### src/rtl/lock_arb_pkg.sv
// Package: shared types for the bounded-waiting lock arbiter.
// Assumes: nothing beyond IEEE 1800-2017.
package lock_arb_pkg;

    // Selects where the circular search begins
    typedef enum logic {
        SCAN_FROM_ZERO  = 1'b0,   // lock is free: lowest index first
        SCAN_AFTER_HOLD = 1'b1    // owner releasing: start after owner
    } scan_mode_e;

endpackage

### src/rtl/lock_ring_scan.sv
// Module: lock_ring_scan
// Finds the first set bit of a candidate vector, searching circularly
// from a start index. Purely combinational.
// Assumes: N >= 2, start < N.
module lock_ring_scan #(
    parameter int N  = 4,
    parameter int IW = 2
) (
    input  logic [N-1:0]  cand,
    input  logic [IW-1:0] start,
    output logic          found,
    output logic [IW-1:0] pick
);

    // Walk offsets 0..N-1 from the start index and keep the first hit
    always_comb begin
        found = 1'b0;
        pick  = '0;
        for (int off = 0; off < N; off++) begin
            int pos;
            pos = int'(start) + off;
            if (pos >= N) pos = pos - N;
            if (!found && cand[pos]) begin
                found = 1'b1;
                pick  = IW'(pos);
            end
        end
    end

    // Check that a reported pick names a real candidate
    always_comb begin
        if (found) begin
            pick_is_candidate_chk: assert (cand[pick])
                else $error("scan picked a non-candidate");
        end
    end

endmodule

### src/rtl/lock_wait_set.sv
// Module: lock_wait_set
// Holds one pending bit per requester. Requests from non-owners set the
// bit, and the grant controller's take vector clears it on entry.
// Assumes: take is one-hot or zero and names only candidates.
module lock_wait_set #(
    parameter int N = 4
) (
    input  logic         clk,
    input  logic         rst_n,
    input  logic [N-1:0] req,
    input  logic [N-1:0] grant,
    input  logic [N-1:0] take,
    output logic [N-1:0] wait_q,
    output logic [N-1:0] cand
);

    // Candidates: already pending, plus new requests from non-owners
    always_comb begin
        cand = wait_q | (req & ~grant);
    end

    // Register the pending bits and drop the one that enters
    always_ff @(posedge clk) begin
        if (!rst_n) wait_q <= '0;
        else        wait_q <= cand & ~take;
    end

    genvar gi;
    generate
        for (gi = 0; gi < N; gi++) begin : g_chk

            pending_kept_chk: assert property (@(posedge clk) disable iff (!rst_n)
                (wait_q[gi] && !take[gi]) |=> wait_q[gi]);
        end
    endgenerate


    pending_not_owner_chk: assert property (@(posedge clk) disable iff (!rst_n)
        (wait_q & grant) == '0);

endmodule

### src/rtl/lock_grant_ctrl.sv
// Module: lock_grant_ctrl
// Owns the lock flag and the grant register. Acquires a free lock for the
// scanner's pick, or hands the lock from a releasing owner to the next
// pending requester in circular order, or clears it.
// Assumes: scanner results are combinational over cand and scan_start.
module lock_grant_ctrl
    import lock_arb_pkg::*;
#(
    parameter int N  = 4,
    parameter int IW = 2
) (
    input  logic          clk,
    input  logic          rst_n,
    input  logic [N-1:0]  rel,
    input  logic [N-1:0]  cand,
    input  logic          scan_found,
    input  logic [IW-1:0] scan_pick,
    output logic [IW-1:0] scan_start,
    output logic [N-1:0]  take,
    output logic [N-1:0]  grant_q
);

    logic          lock_q;
    logic [IW-1:0] holder;
    logic [IW-1:0] after_holder;
    logic          release_ok;
    scan_mode_e    mode;

    // Binary index of the current owner
    always_comb begin
        holder = '0;
        for (int i = 0; i < N; i++) begin
            if (grant_q[i]) holder = IW'(i);
        end
    end

    // Release counts only from the owner; pick the scan start
    always_comb begin
        release_ok   = lock_q && ((rel & grant_q) != '0);
        after_holder = (holder == IW'(N - 1)) ? '0 : holder + IW'(1);
        mode         = release_ok ? SCAN_AFTER_HOLD : SCAN_FROM_ZERO;
        scan_start   = (mode == SCAN_AFTER_HOLD) ? after_holder : '0;
    end

    // Entry vector: one-hot for whoever gets the lock this cycle
    always_comb begin
        take = '0;
        if ((!lock_q || release_ok) && scan_found) take = N'(1) << scan_pick;
    end

    // Update lock flag and grant
    always_ff @(posedge clk) begin
        if (!rst_n) begin
            lock_q  <= 1'b0;
            grant_q <= '0;
        end else if (!lock_q) begin
            if (scan_found) begin
                lock_q  <= 1'b1;
                grant_q <= take;
            end
        end else if (release_ok) begin
            if (scan_found) begin
                grant_q <= take;
            end else begin
                lock_q  <= 1'b0;
                grant_q <= '0;
            end
        end
    end


    one_grant_chk: assert property (@(posedge clk) disable iff (!rst_n)
        $onehot0(grant_q));


    lock_matches_grant_chk: assert property (@(posedge clk) disable iff (!rst_n)
        lock_q == (grant_q != '0));


    free_take_chk: assert property (@(posedge clk) disable iff (!rst_n)
        (!lock_q && cand != '0) |=> lock_q);


    handoff_moves_chk: assert property (@(posedge clk) disable iff (!rst_n)
        (release_ok && scan_found) |=> (lock_q && grant_q != $past(grant_q)));


    release_frees_chk: assert property (@(posedge clk) disable iff (!rst_n)
        (release_ok && !scan_found) |=> (!lock_q && grant_q == '0));


    foreign_release_chk: assert property (@(posedge clk) disable iff (!rst_n)
        (lock_q && !release_ok) |=> $stable(grant_q));

endmodule

### src/rtl/lock_handoff_arb.sv
// Module: lock_handoff_arb (top)
// Mutual-exclusion unit with direct circular handover on release, which
// bounds the wait of every pending requester.
// Assumes: N >= 2; req and rel are synchronous to clk.
module lock_handoff_arb #(
    parameter int N = 4
) (
    input  logic         clk,
    input  logic         rst_n,
    input  logic [N-1:0] req,
    input  logic [N-1:0] rel,
    output logic [N-1:0] grant
);

    localparam int IW = (N > 1) ? $clog2(N) : 1;
    localparam int CW = IW + 1;

    logic [N-1:0]  wait_q;
    logic [N-1:0]  cand;
    logic [N-1:0]  take;
    logic [IW-1:0] scan_start;
    logic [IW-1:0] scan_pick;
    logic          scan_found;

    lock_wait_set #(.N(N)) u_wait (
        .clk    (clk),
        .rst_n  (rst_n),
        .req    (req),
        .grant  (grant),
        .take   (take),
        .wait_q (wait_q),
        .cand   (cand)
    );

    lock_ring_scan #(.N(N), .IW(IW)) u_scan (
        .cand  (cand),
        .start (scan_start),
        .found (scan_found),
        .pick  (scan_pick)
    );

    lock_grant_ctrl #(.N(N), .IW(IW)) u_ctrl (
        .clk        (clk),
        .rst_n      (rst_n),
        .rel        (rel),
        .cand       (cand),
        .scan_found (scan_found),
        .scan_pick  (scan_pick),
        .scan_start (scan_start),
        .take       (take),
        .grant_q    (grant)
    );

    genvar gi;
    generate
        for (gi = 0; gi < N; gi++) begin : g_bypass
            logic [CW-1:0] bypass_q;

            // Count entries by others while this requester is pending
            always_ff @(posedge clk) begin
                if (!rst_n)                        bypass_q <= '0;
                else if (take[gi] || !wait_q[gi])  bypass_q <= '0;
                else if (take != '0)               bypass_q <= bypass_q + CW'(1);
            end


            bounded_wait_chk: assert property (@(posedge clk) disable iff (!rst_n)
                bypass_q <= CW'(N - 1));
        end
    endgenerate

endmodule

### config.mk
export PLATFORM = sky130hd
export DESIGN_NAME = lock_handoff_arb
export DESIGN_NICKNAME = d
export VERILOG_FILES = /design/src/rtl/lock_arb_pkg.sv /design/src/rtl/lock_ring_scan.sv /design/src/rtl/lock_wait_set.sv /design/src/rtl/lock_grant_ctrl.sv /design/src/rtl/lock_handoff_arb.sv
export SDC_FILE = /design/constraint.sdc
export NUM_CORES = 1
export LEC_CHECK = 0
export BUFFER_PORTS_ARGS = -buffer_cell sky130_fd_sc_hd__buf_2
export CELL_PAD_IN_SITES_DETAIL_PLACEMENT = 1
export CELL_PAD_IN_SITES_GLOBAL_PLACEMENT = 2
export CORE_UTILIZATION = 32
export DETAILED_ROUTE_END_ITERATION = 12
export PLACE_DENSITY_LB_ADDON = 0.1
export SLEW_MARGIN = 20
export SYNTH_ARGS = -nofsm -noshare
export SYNTH_HDL_FRONTEND = slang
export SYNTH_HIERARCHICAL = 1
export SYNTH_SLANG_ARGS = --single-unit
### constraint.sdc
create_clock -name clk -period 5.4 [get_ports clk]
set_input_delay 0 -clock clk [delete_from_list [all_inputs] [get_ports clk]]
set_output_delay 0 -clock clk [all_outputs]
set_load 0.01 [all_outputs]
Yosys cells after proc, flatten, opt, wreduce, memory -nomap -nowiden
Cells that the tools add are included.

cells by class
  $add $sub $neg = 8
  magnitude comparators = 8
  eq/ne operators = 2
  shift-type cells = 1
  muxes and demuxes = 38
  bitwise gates (word level) = 6
  reduce and logical (&&, ||, !) cells = 13

operators by type and width
  operator                 number
  $lt A32 B4 Y1 const B    4
  $mux W32                 4
  $ge A32 B4 Y1 const B    3
  $sub A32 B4 Y32 const B  3
  $mux W4                  5
  $mux W1                  17
  $mux W2                  8
  $and A4 B4 Y4            3
  $bmux W1 S2              4
  $not A4 Y4               2
  $add A2 B2 Y3 const B    2
  $logic_and A1 B1 Y1      5
  $logic_not A1 Y1         4
  $or A4 B4 Y4             1
  $reduce_bool A4 Y1       1
  $shl A1 B2 Y4 const A    1
  $sub A2 B3 Y4 const B    1
  $add A2 B1 Y3 const B    1
  $ge A2 B3 Y1 const B     1
  $add A2 B1 Y2 const B    1
  $eq A2 B2 Y1 const B     1
  $ne A2 B2 Y1 const B     1
  $reduce_and A2 Y1        1
  $reduce_bool A2 Y1       1
  $logic_or A1 B1 Y1       1

storage, ports and cells
  bits in registers = 9
  bits of input ports = 10
  output and inout bits = 4
  logic and storage cells = 79

Longest topological paths before layout
Gate-level depths: netlist (run 1).

  depth in word-level cells = 26
  gate-level depth with buffers = 10
  depth with buffers taken out = 10

Hierarchy
Netlist (run 1), hierarchy kept.

by module, submodules not included
  module           times used  cells each  area an instance (um^2)  seq. area each (um^2)
  lock_grant_ctrl  1           41          357.8                    100.1
  lock_wait_set    1           20          215.2                    80.1
  lock_ring_scan   1           15          77.6                     0.0

Worst setup path before layout (run 1)
Ideal clock, no wire load.

  path type = register to register
  start = register u_ctrl.grant_q[1]
  end = register u_wait.wait_q[1]
  library setup time = 0.116 ns
  data arrival time = 2.033 ns
  data required time = 5.284 ns
  path slack = 3.251 ns
  cell stages (with the launch flop) = 10
  buffers on the path = 0
  clock period less this slack = 2.149 ns
  cell sequence = dfxtp_1 a22o_4 o21ai_0 a21oi_1 inv_2 a221o_1 a21oi_1 nor4bb_1 inv_1 o211a_1

on the way
  cells in the longest elaborated chain, start to end = 25
  elaborated cells between the ends (all ways) = 61
  those cells by class = 8 x add/sub; 4 x order compare; 1 x eq/ne; 1 x shift; 31 x mux; 6 x bitwise; 10 x reduce/logical

ends and longest elaborated chain
  what                                                      line                    text
  start: declaration                                        lock_grant_ctrl.sv:20   output logic [N-1:0] grant_q
  start signal: assignment                                  lock_grant_ctrl.sv:59   grant_q <= take;
  start signal: assignment                                  lock_grant_ctrl.sv:63   grant_q <= take;
  $mux W1                                                   lock_grant_ctrl.sv:33   if (grant_q[i]) holder = IW'(i);
  $mux W2 (2 in series)                                     lock_grant_ctrl.sv:33
  $add A2 B1 Y2 / $eq A2 B2 Y1 (equally long branches)      lock_grant_ctrl.sv:40   after_holder = (holder == IW'(N - 1)) ? '0 : holder + IW'(1);
  $mux W2                                                   lock_grant_ctrl.sv:40
  $mux W2 *                                                 lock_grant_ctrl.sv:42   scan_start = (mode == SCAN_AFTER_HOLD) ? after_holder : '0;
  net scan_start[0]                                         lock_handoff_arb.sv:21  logic [IW-1:0] scan_start;
  branches (longest 14 deep; another with $sub A32 B4 Y32)  n/a
  $mux W2 *                                                 lock_ring_scan.sv:23    if (!found && cand[pos]) begin
  net scan_pick[0]                                          lock_handoff_arb.sv:22  logic [IW-1:0] scan_pick;
  $shl A1 B2 Y4 *                                           lock_grant_ctrl.sv:48   if ((!lock_q || release_ok) && scan_found) take = N'(1) << scan_pick;
  $mux W4 *                                                 lock_grant_ctrl.sv:48
  net take[1]                                               lock_handoff_arb.sv:20  logic [N-1:0] take;
  $not A4 Y4 *                                              lock_wait_set.sv:25     else wait_q <= cand & ~take;
  $and A4 B4 Y4 *                                           lock_wait_set.sv:25
  end signal: assignment                                    lock_wait_set.sv:25
  end: declaration                                          lock_wait_set.sv:13     output logic [N-1:0] wait_q,

Mark *: on every way through the listed nets, which the timed path passes. The select of a mux whose other input is x is not followed.
A chain may end at the register's enable or synchronous reset.

Worst setup path in the final report (run 1)
Ends and elaborated chain as after synthesis.

==> reports/metrics.yaml, run 1 <==
fin_util: 0.420
cts_hold_buf: 0
placed_area_um2: 738
grtUsageTotal: 0.190
ys_top_cells_by_count: "dfxtp_1, inv_1, a21oi_1, nand2_1, o221ai_1"
finalMaxSlewViolations: 0
grt_pass1_vias: 592
ys_async_sr_fraction: 0
area_growth_pct: 17.5
synth_seq_area_share: 0.277
vias_per_cell: 5.42
clk_latency_ns: 0.27
yosysTopAreaCellShare: 0.277
multi_input_area_um2: 424
dp.cells: 112
min_period_ns: 2.42
met3_length_um: 60
nets: 102
wl_per_cell_um: 14.7
syn_avg_cell_area_um2: 8.56
dieArea_um2: 2220
port_buffers: 13
leakagePower_uw: 0.000347
overflow: 0
wl_met1_um: 825
instances_no_fill: 116
hp-class: "in2reg"
final_antenna_net_count: 0
syn-instance-count: 76
min_period_over_period: 0.449
ys_types: 30
fmax_mhz: 413
setup_viol: 0
fin_tns_setup_ns: 0
synth_area_um2: 651
synth_edf_count: 0
gp_congestion: 0.798
row_count: 15
fillCellCount: 238
clkSlewWorstSetupHoldPaths_ns: 0.07
drtIter0Drc: 14
powerDensity_nw_per_um2: 333
crit_path_start_kind: "flip-flop"
rr_worst_depth: 9
die_w_um: 47.1
top_layer: "met4"
crit_arrival_ns: 2.58
grt_setup_unrepaired: "no"
outcome: "finished clean"
ctsResizeCount: 0
diodes: 0
core_area_um2: 1820
cts_tree: "yes"
io_pins: 14
relSlewSlack: 0.651
num_vias: 629
start_util: 0.357
syn_nets: 86
drtPass1Iterations: 5
root_buffer: "clkbuf_4"
whs_path_depth: 2
hpwl_um: 1270
grt_first_pass_wirelength_um: 2750
hold_end: "u_ctrl/lock_q"
die_h_um: 47.1
critPathMaxFanout: 8
crit_path_end_kind: "flip-flop"
cts_buffers: 3
wl_um: 1700
post_cts_buffers: 0
h-tree-depth: 1
r2r_start: "u_ctrl/grant_q[1]"
r2r_end: "u_wait/wait_q[1]"
drc_errors: 0
peakVddDrop_mv: 0.142
hold_viol_final: 0
synth_area_leader_cell: "dfxtp_1"
met2_length_um: 785
skew_ns: 0.00406
total_power_uw: 255
ys_ff_latch: 9
grt_max_degree: 14
drive_gt1_frac: 0.286
path_class: "reg2reg"
worst_pin_slew_ns: 0.523
seqCellArea_um2: 180
drv_cap: 0
final_area_um2: 764
required_ns: 5.56
synthTopCellsByArea: "dfxtp_1, nor2b_4, o221ai_1, o211a_1, inv_1"
clockBufferDepth: 2
hp-start: "rst_n"
yosys_warnings: 6
antenna_found_initial: 0
cts_sinks: 9
ys.flop_type: "dfxtp_1"
ff2ff_setup_slack_ns: 2.98
## worst max-delay path, cell delays in order, from the launching register on
cell	delay, ns
dfxtp_1	0.46
a22o_4	0.21
o21ai_0	0.09
a21oi_1	0.28
inv_2	0.06
a221o_1	0.32
a21oi_1	0.43
nor4bb_1	0.28
inv_1	0.06
o211a_1	0.11
## state kept, by name, indices dropped and copies added (netlist names)
| register | count |
|---|---|
| u_ctrl/grant_q | 4 |
| u_ctrl/lock_q | 1 |
| u_wait/wait_q | 4 |
## logic make-up (layout without fill, tap and decap cells)
logic type             Yosys count  in the layout  synth area share
AND/OR/NAND/NOR                 33             33             0.385
AO/OA/AOI/OAI                   22             22             0.267
flip-flops                       9              9             0.277
buffers and inverters           12             27            0.0711
## cell usage in the layout, fill, tap and decap left out, types with 2 or more instances in the layout
cell type,synthesis,routed
o221ai_1,5,5
or4_1,4,4
clkbuf_4,0,3
buf_2,0,13
nor2b_4,4,4
inv_1,9,9
or2_1,4,4
nand4b_1,2,2
nand2b_1,2,2
dfxtp_1,9,9
o211a_1,4,4
a21oi_1,6,6
o21ai_0,3,3
nand2_1,6,6
## routing by layer
metal  vias up  GRT usage
met3         4     0.0346
met2        15      0.278
met5         -          0
li1        309          -
met4         0      0.120
met1       301      0.256
## worst max-delay path by stage
| stage | from | cells past startpoint | endpoint | slack (ns) |
|---|---|---|---|---|
| after global routing | u_ctrl/grant_q[1] | 9 | u_wait/wait_q[1] | 2.73 |
| after detailed placement | u_ctrl/grant_q[1] | 9 | u_wait/wait_q[1] | 2.98 |
| after CTS | u_ctrl/grant_q[1] | 9 | u_wait/wait_q[1] | 2.96 |
| final | u_ctrl/grant_q[1] | 9 | u_wait/wait_q[1] | 2.98 |
| after floorplan | u_ctrl/grant_q[1] | 9 | u_wait/wait_q[1] | 3.25 |
| after global placement | u_ctrl/grant_q[1] | 8 | u_ctrl/grant_q[0] | 3.08 |
## layout make-up
cell class                 instances  share of cell area
inverter                          10              0.0491
multi-input combinational         55               0.555
timing repair buffer              13              0.0851
clock buffer                       4              0.0344
sequential                         9               0.236
tap                               25              0.0409
## power by group
| part | internal [uW] | switching, uW |
|---|---|---|
| clock network | 28.6 | 27.4 |
| logic | 47.5 | 58.8 |
| registers | 78.5 | 13.8 |
| total | 155 | 99.9 |
## metrics by stage
step | hold WS [ns] | setup slack, ns
global placement | 0.355 | 3.08
global route | 0.0992 | 2.73
CTS | 0.0747 | 2.96
floorplan | 0.133 | 3.25
detailed placement | 0.366 | 2.98
finish | 0.0838 | 2.98
Note: power is estimated with default switching activity, not from simulation.
==> run 2: changes to the inputs <==
--- a/config.mk
+++ b/config.mk
@@ -8,7 +8,8 @@
 export BUFFER_PORTS_ARGS = -buffer_cell sky130_fd_sc_hd__buf_2
 export CELL_PAD_IN_SITES_DETAIL_PLACEMENT = 1
 export CELL_PAD_IN_SITES_GLOBAL_PLACEMENT = 2
-export CORE_UTILIZATION = 32
+export CORE_ASPECT_RATIO = 0.6
+export CORE_UTILIZATION = 30
 export DETAILED_ROUTE_END_ITERATION = 12
 export PLACE_DENSITY_LB_ADDON = 0.1
 export SLEW_MARGIN = 20
==> constraint.sdc (replaced) <==
create_clock -name clk -period 2.5 [get_ports clk]
set_input_delay 0 -clock clk [delete_from_list [all_inputs] [get_ports clk]]
set_output_delay 0 -clock clk [all_outputs]
set_load 0.01 [all_outputs]
==> run 2 against run 1 <==
Core utilization fell by 1.4 points; routed wire length is 2.6% lower; clock skew is 0.0023 ns lower; maximum frequency rose by 6.4%; combinational power is 140% higher; final area up 2.9%; sequential power up 110%; largest power group unchanged.
==> reports/metrics.yaml, run 2 (synthesized netlist as in run 1, its figures left out) <==
outcome: "finished clean"  # unchanged
required_ns: 2.66  # was 5.56 ns
setup_viol: 0  # unchanged
peakVddDrop_mv: 0.258  # was 0.142 mV
die_w_um: 62.1  # was 47.1 um
grt_max_degree: 14  # unchanged
clockBufferDepth: 2  # unchanged
cts_tree: "yes"  # unchanged
nets: 104  # was 102
multi_input_area_um2: 428  # was 424 um2
gp_congestion: 0.778  # was 0.798
io_pins: 14  # unchanged
total_power_uw: 566  # was 255 uW
p_sw_uw: 218  # was 99.9 uW
num_vias: 625  # was 629
fillCellCount: 245  # was 238
ff2ff_setup_slack_ns: 0.22  # was 2.98 ns
overflow: 0  # unchanged
post_cts_buffers: 0  # unchanged
wl_per_cell_um: 13.7  # was 14.7 um
r2r_end: "u_wait/wait_q[3]"  # was u_wait/wait_q[1]
antenna_found_initial: 0  # unchanged
crit_path_end_kind: "flip-flop"  # unchanged
powerDensity_nw_per_um2: 719  # was 333 nW/um2
core_area_um2: 1940  # was 1820 um2
grtUsageTotal: 0.157  # was 0.190
drv_cap: 0  # unchanged
hp-start: "req[1]"  # was rst_n
final_antenna_net_count: 0  # unchanged
wl_um: 1660  # was 1700 um
min_period_ns: 2.28  # was 2.42 ns
skew_ns: 0.00173  # was 0.00406 ns
drive_gt1_frac: 0.312  # was 0.286
path_class: "reg2reg"  # unchanged
area_growth_pct: 21.0  # was 17.5%
hold_viol_final: 0  # unchanged
drc_errors: 0  # unchanged
critPathMaxFanout: 7  # was 8
row_count: 12  # was 15
p_int_uw: 348  # was 155 uW
vias_per_cell: 5.17  # was 5.42
whs_path_depth: 3  # was 2
start_util: 0.336  # was 0.357
largestRegisters: "u_ctrl/grant_q: 4 flops, u_wait/wait_q: 4 flops, u_ctrl/lock_q: 1 flops"  # unchanged
fin_hold_ws_ns: 0.0874  # was 0.0838 ns
crit_path_start_kind: "flip-flop"  # unchanged
dp.cells: 117  # was 112
clockPowerShare: 0.206  # was 0.220
grt_first_pass_wirelength_um: 2650  # was 2750 um
pwr-share-seq: 0.342  # was 0.362
drtIter0Drc: 6  # was 14
cts_hold_buf: 0  # unchanged
hpwl_um: 1250  # was 1270 um
crit_arrival_ns: 2.44  # was 2.58 ns
cts_buffers: 3  # unchanged
min_period_over_period: 0.910  # was 0.449
dieArea_um2: 2370  # was 2220 um2
p_sw_frac: 0.384  # was 0.393
instances_no_fill: 121  # was 116
diodes: 0  # unchanged
drtPass1Iterations: 4  # was 5
combPwrFrac: 0.452  # was 0.418
cts_sinks: 9  # unchanged
relSlewSlack: 0.653  # was 0.651
seqCellArea_um2: 180  # unchanged
layout_common_cells: "buf_2, inv_1, dfxtp_1, nand2_1"  # was buf_2, inv_1, dfxtp_1, nand2_1, a21oi_1
worst_pin_slew_ns: 0.520  # was 0.523 ns
r2r_start: "u_ctrl/grant_q[1]"  # unchanged
grt_pass1_vias: 553  # was 592
finalMaxSlewViolations: 0  # unchanged
die_h_um: 38.1  # was 47.1 um
hp-class: "in2reg"  # unchanged
root_buffer: "clkbuf_4"  # unchanged
clk_latency_ns: 0.27  # about the same
leakagePower_uw: 0.000357  # was 0.000347 uW
rr_worst_depth: 10  # was 9
final_common_cell: "buf_2"  # unchanged
port_buffers: 13  # unchanged
clkSlewWorstSetupHoldPaths_ns: 0.06  # was 0.07 ns
fmax_mhz: 439  # was 413 MHz
hold_end: "u_wait/wait_q[1]"  # was u_ctrl/lock_q
h-tree-depth: 1  # unchanged
-- run 2: cell types whose count changed in the layout (fill, tap and decap cells not counted) --
cell,delta
a21oi_1,-1
buf_4,+2
a21oi_2,+1
-- run 2: stage by stage --
stage | area [um2] | worst slack [ns] | TNS [ns] | util
finish | 787 | 0.224 | 0 | 0.406
global route | 787 | -0.0125 | -0.0125 | 0.406
CTS | 783 | 0.185 | 0 | 0.404
detailed placement | 757 | 0.220 | 0 | 0.391
global placement | 757 | 0.189 | 0 | 0.391
floorplan | 651 | 0.351 | 0 | -
-- run 2: area by class of cell --
cell class / count / share of cell area
Sequential cell: 9 / 0.229
Clock buffer: 4 / 0.0334
Timing Repair Buffer: 15 / 0.102
Tap cell: 28 / 0.0445
Inverter: 10 / 0.0477
Multi-Input combinational cell: 55 / 0.544
-- run 2: worst max-delay path, cell delays in order (launching register included) --
cell,delay [ns]
dfxtp_1,0.47
a22o_4,0.20
o21ai_0,0.10
a21oi_1,0.27
nand2b_1,0.14
a21oi_1,0.07
a21oi_1,0.42
nand2_1,0.14
nor3b_1,0.20
inv_1,0.06
o211a_1,0.10
-- run 2: worst max-delay path by stage --
stage,from,endpoint,slack [ns],cells past startpoint
floorplan,u_ctrl/grant_q[1],u_wait/wait_q[1],0.35,9
global placement,u_ctrl/grant_q[1],u_ctrl/grant_q[0],0.19,8
detailed placement,u_ctrl/grant_q[1],u_ctrl/grant_q[0],0.22,8
CTS,u_ctrl/grant_q[1],u_ctrl/grant_q[0],0.19,8
global route,u_ctrl/grant_q[1],u_wait/wait_q[3],-0.01,10
finish,u_ctrl/grant_q[1],u_wait/wait_q[3],0.22,10
-- run 2: layer usage --
layer	wire, um	up-vias	track usage	share of wire
li1	-	315	-	-
met1	906	294	0.207	0.55
met2	659	14	0.231	0.40
met3	82	2	0.0655	0.049
met4	11	0	0.0523	0.0066
met5	0	-	0	0
-- run 2: timing repair --
item                       CTS  global route
hold endpoints to repair     0             0
gates resized for setup      0             1
setup endpoints to repair    0             1
-- run 2: power by group through the flow --
stage	Combinational, uW	Clock [uW]	Sequential (uW)
after floorplan	167	0	203
after global placement	252	0	196
after detailed placement	252	0	198
after CTS	254	123	194
after global routing	279	133	198
final	256	117	194
==> run 3: changes to the inputs <==
--- a/config.mk
+++ b/config.mk
@@ -12,6 +12,7 @@
 export CORE_UTILIZATION = 30
 export DETAILED_ROUTE_END_ITERATION = 12
 export PLACE_DENSITY_LB_ADDON = 0.1
+export SKIP_CTS_REPAIR_TIMING = 1
 export SLEW_MARGIN = 20
 export SYNTH_ARGS = -nofsm -noshare
 export SYNTH_HDL_FRONTEND = slang
==> constraint.sdc (replaced) <==
create_clock -name clk -period 2.5 [get_ports clk]
set_input_delay 0.375 -clock clk [delete_from_list [all_inputs] [get_ports clk]]
set_output_delay 0.375 -clock clk [all_outputs]
set_load 0.01 [all_outputs]
==> run 3 against run 2 <==
Non-clock buffer count did not move; worst setup slack hardly changed; hold slack gained 0.38 ns; maximum frequency barely moved; core utilization up 0.39 points; global-route usage rose by 1.3 points; critical path depth down 2; count of clock-buffer cells in the layout unchanged; sequential share of layout area decreased by 0.22 points; die area unchanged; final area grew 0.95%; critical path type unchanged; largest power group unchanged.
==> reports/metrics.yaml, run 3 (synthesized netlist as in run 1, its figures left out) <==
outcome: "finished clean"  # unchanged
dieArea_um2: 2370  # unchanged
cts_tree: "yes"  # unchanged
start_util: 0.336  # unchanged
skew_ns: 0.00228  # was 0.00173 ns
vias_per_cell: 5.40  # was 5.17
row_count: 12  # unchanged
area_growth_pct: 22.1  # was 21.0%
die_h_um: 38.1  # unchanged
grt_first_pass_wirelength_um: 2950  # was 2650 um
clockPowerShare: 0.198  # was 0.206
diodes: 0  # unchanged
crit_path_end_kind: "flip-flop"  # unchanged
path_class: "reg2reg"  # unchanged
nets: 104  # unchanged
root_buffer: "clkbuf_4"  # unchanged
clockBufferDepth: 2  # unchanged
finalMaxSlewViolations: 0  # unchanged
required_ns: 2.68  # was 2.66 ns
hp-class: "in2reg"  # unchanged
clk_latency_ns: 0.26  # was 0.27 ns
largestRegisters: "u_ctrl/grant_q: 4 flops, u_wait/wait_q: 4 flops, u_ctrl/lock_q: 1 flops"  # unchanged
min_period_ns: 2.28  # about the same
grt_max_degree: 14  # unchanged
final_area_um2: 795  # was 787 um2
drc_errors: 0  # unchanged
p_sw_uw: 220  # was 218 uW
hpwl_um: 1340  # was 1250 um
placed_area_um2: 757  # unchanged
fmax_mhz: 439  # about the same
drtIter0Drc: 20  # was 6
p_sw_frac: 0.386  # was 0.384
core_area_um2: 1940  # unchanged
critPathMaxFanout: 7  # unchanged
final_antenna_net_count: 0  # unchanged
wl_per_cell_um: 14.4  # was 13.7 um
drive_gt1_frac: 0.333  # was 0.312
overflow: 0  # unchanged
gp_congestion: 0.831  # was 0.778
peakVddDrop_mv: 0.246  # was 0.258 mV
grt_pass1_vias: 632  # was 553
p_int_uw: 350  # was 348 uW
cts_buffers: 3  # unchanged
hold_viol_final: 0  # unchanged
h-tree-depth: 1  # unchanged
num_vias: 653  # was 625
crit_arrival_ns: 2.46  # was 2.44 ns
pwr-share-seq: 0.343  # was 0.342
fin_tns_setup_ns: 0  # unchanged
antenna_found_initial: 0  # unchanged
powerDensity_nw_per_um2: 717  # was 719 nW/um2
setup_viol: 0  # unchanged
crit_path_start_kind: "flip-flop"  # unchanged
combPwrFrac: 0.459  # was 0.452
min_period_over_period: 0.910  # about the same
io_pins: 14  # unchanged
drv_cap: 0  # unchanged
relSlewSlack: 0.737  # was 0.653
worst_pin_slew_ns: 0.393  # was 0.520 ns
wl_um: 1750  # was 1660 um
grtUsageTotal: 0.170  # was 0.157
cts_sinks: 9  # unchanged
port_buffers: 13  # unchanged
final_common_cell: "buf_2"  # unchanged
die_w_um: 62.1  # unchanged
fillCellCount: 236  # was 245
clkSlewWorstSetupHoldPaths_ns: 0.06  # about the same
layout_common_cells: "buf_2, inv_1, dfxtp_1, nand2_1, o221ai_1"  # was buf_2, inv_1, dfxtp_1, nand2_1
drtPass1Iterations: 4  # unchanged
grt_setup_unrepaired: "no"
leakagePower_uw: 0.000357  # about the same
-- run 3: cell count changes in the layout (fill, tap and decap cells not counted) --
cell and change:
a21oi_1 -2, a21oi_2 +2
-- run 3: routing by layer --
metal	wire length, um	track usage	vias up
li1	-	-	318
met1	896	0.210	310
met2	731	0.275	23
met3	107	0.0685	2
met4	11	0.0523	0
met5	0	0	-
-- run 3: through the flow --
stage / hold WS (ns) / setup slack (ns) / utilization / power, uW / instances
floorplan: 0.464 / 0.351 / - / 369 / 76
global placement: 0.473 / 0.194 / 0.391 / 448 / 117
detailed placement: 0.485 / 0.138 / 0.391 / 453 / 117
CTS: 0.462 / 0.124 / 0.404 / 572 / 121
global route: 0.463 / 0.0723 / 0.410 / 617 / 121
finish: 0.469 / 0.224 / 0.410 / 570 / 121
-- run 3: final cells by class --
type                    instances  area [um2]  share of cell area
clock buffers                   4        26.3              0.0331
inverters                      10        37.5              0.0472
repair buffers                 15        80.1               0.101
multi-input cells              55         435               0.548
well taps                      28        35.0              0.0441
flip-flops and latches          9         180               0.227
-- run 3: path summary, 6_finish.rpt --
path,cells past startpoint,slack (ns),start,end
max,8,0.22,u_ctrl/grant_q[1],u_ctrl/grant_q[0]
min,3,0.47,req[1],u_wait/wait_q[1]
max reg2reg,8,0.22,u_ctrl/grant_q[1],u_ctrl/grant_q[0]
min reg2reg,1,0.50,u_wait/wait_q[3],u_wait/wait_q[3]
-- run 3: worst max-delay path, stage by stage, from the launching register on --
cell	delay, ns
dfxtp_1	0.47
a22o_4	0.21
o21ai_0	0.14
a21oi_2	0.25
a21oi_1	0.09
o21ai_0	0.21
a21oi_2	0.15
or4bb_1	0.50
o221ai_1	0.17
-- run 3: power groups by stage --
| stage | clock network [uW] | logic, uW | registers, uW |
|---|---|---|---|
| 3_5_place_dp | 0 | 254 | 199 |
| 6_report | 113 | 262 | 195 |
| 4_1_cts | 121 | 256 | 196 |
| 2_1_floorplan | 0 | 167 | 203 |
| 5_1_grt | 129 | 288 | 199 |
| 3_3_place_gp | 0 | 251 | 197 |
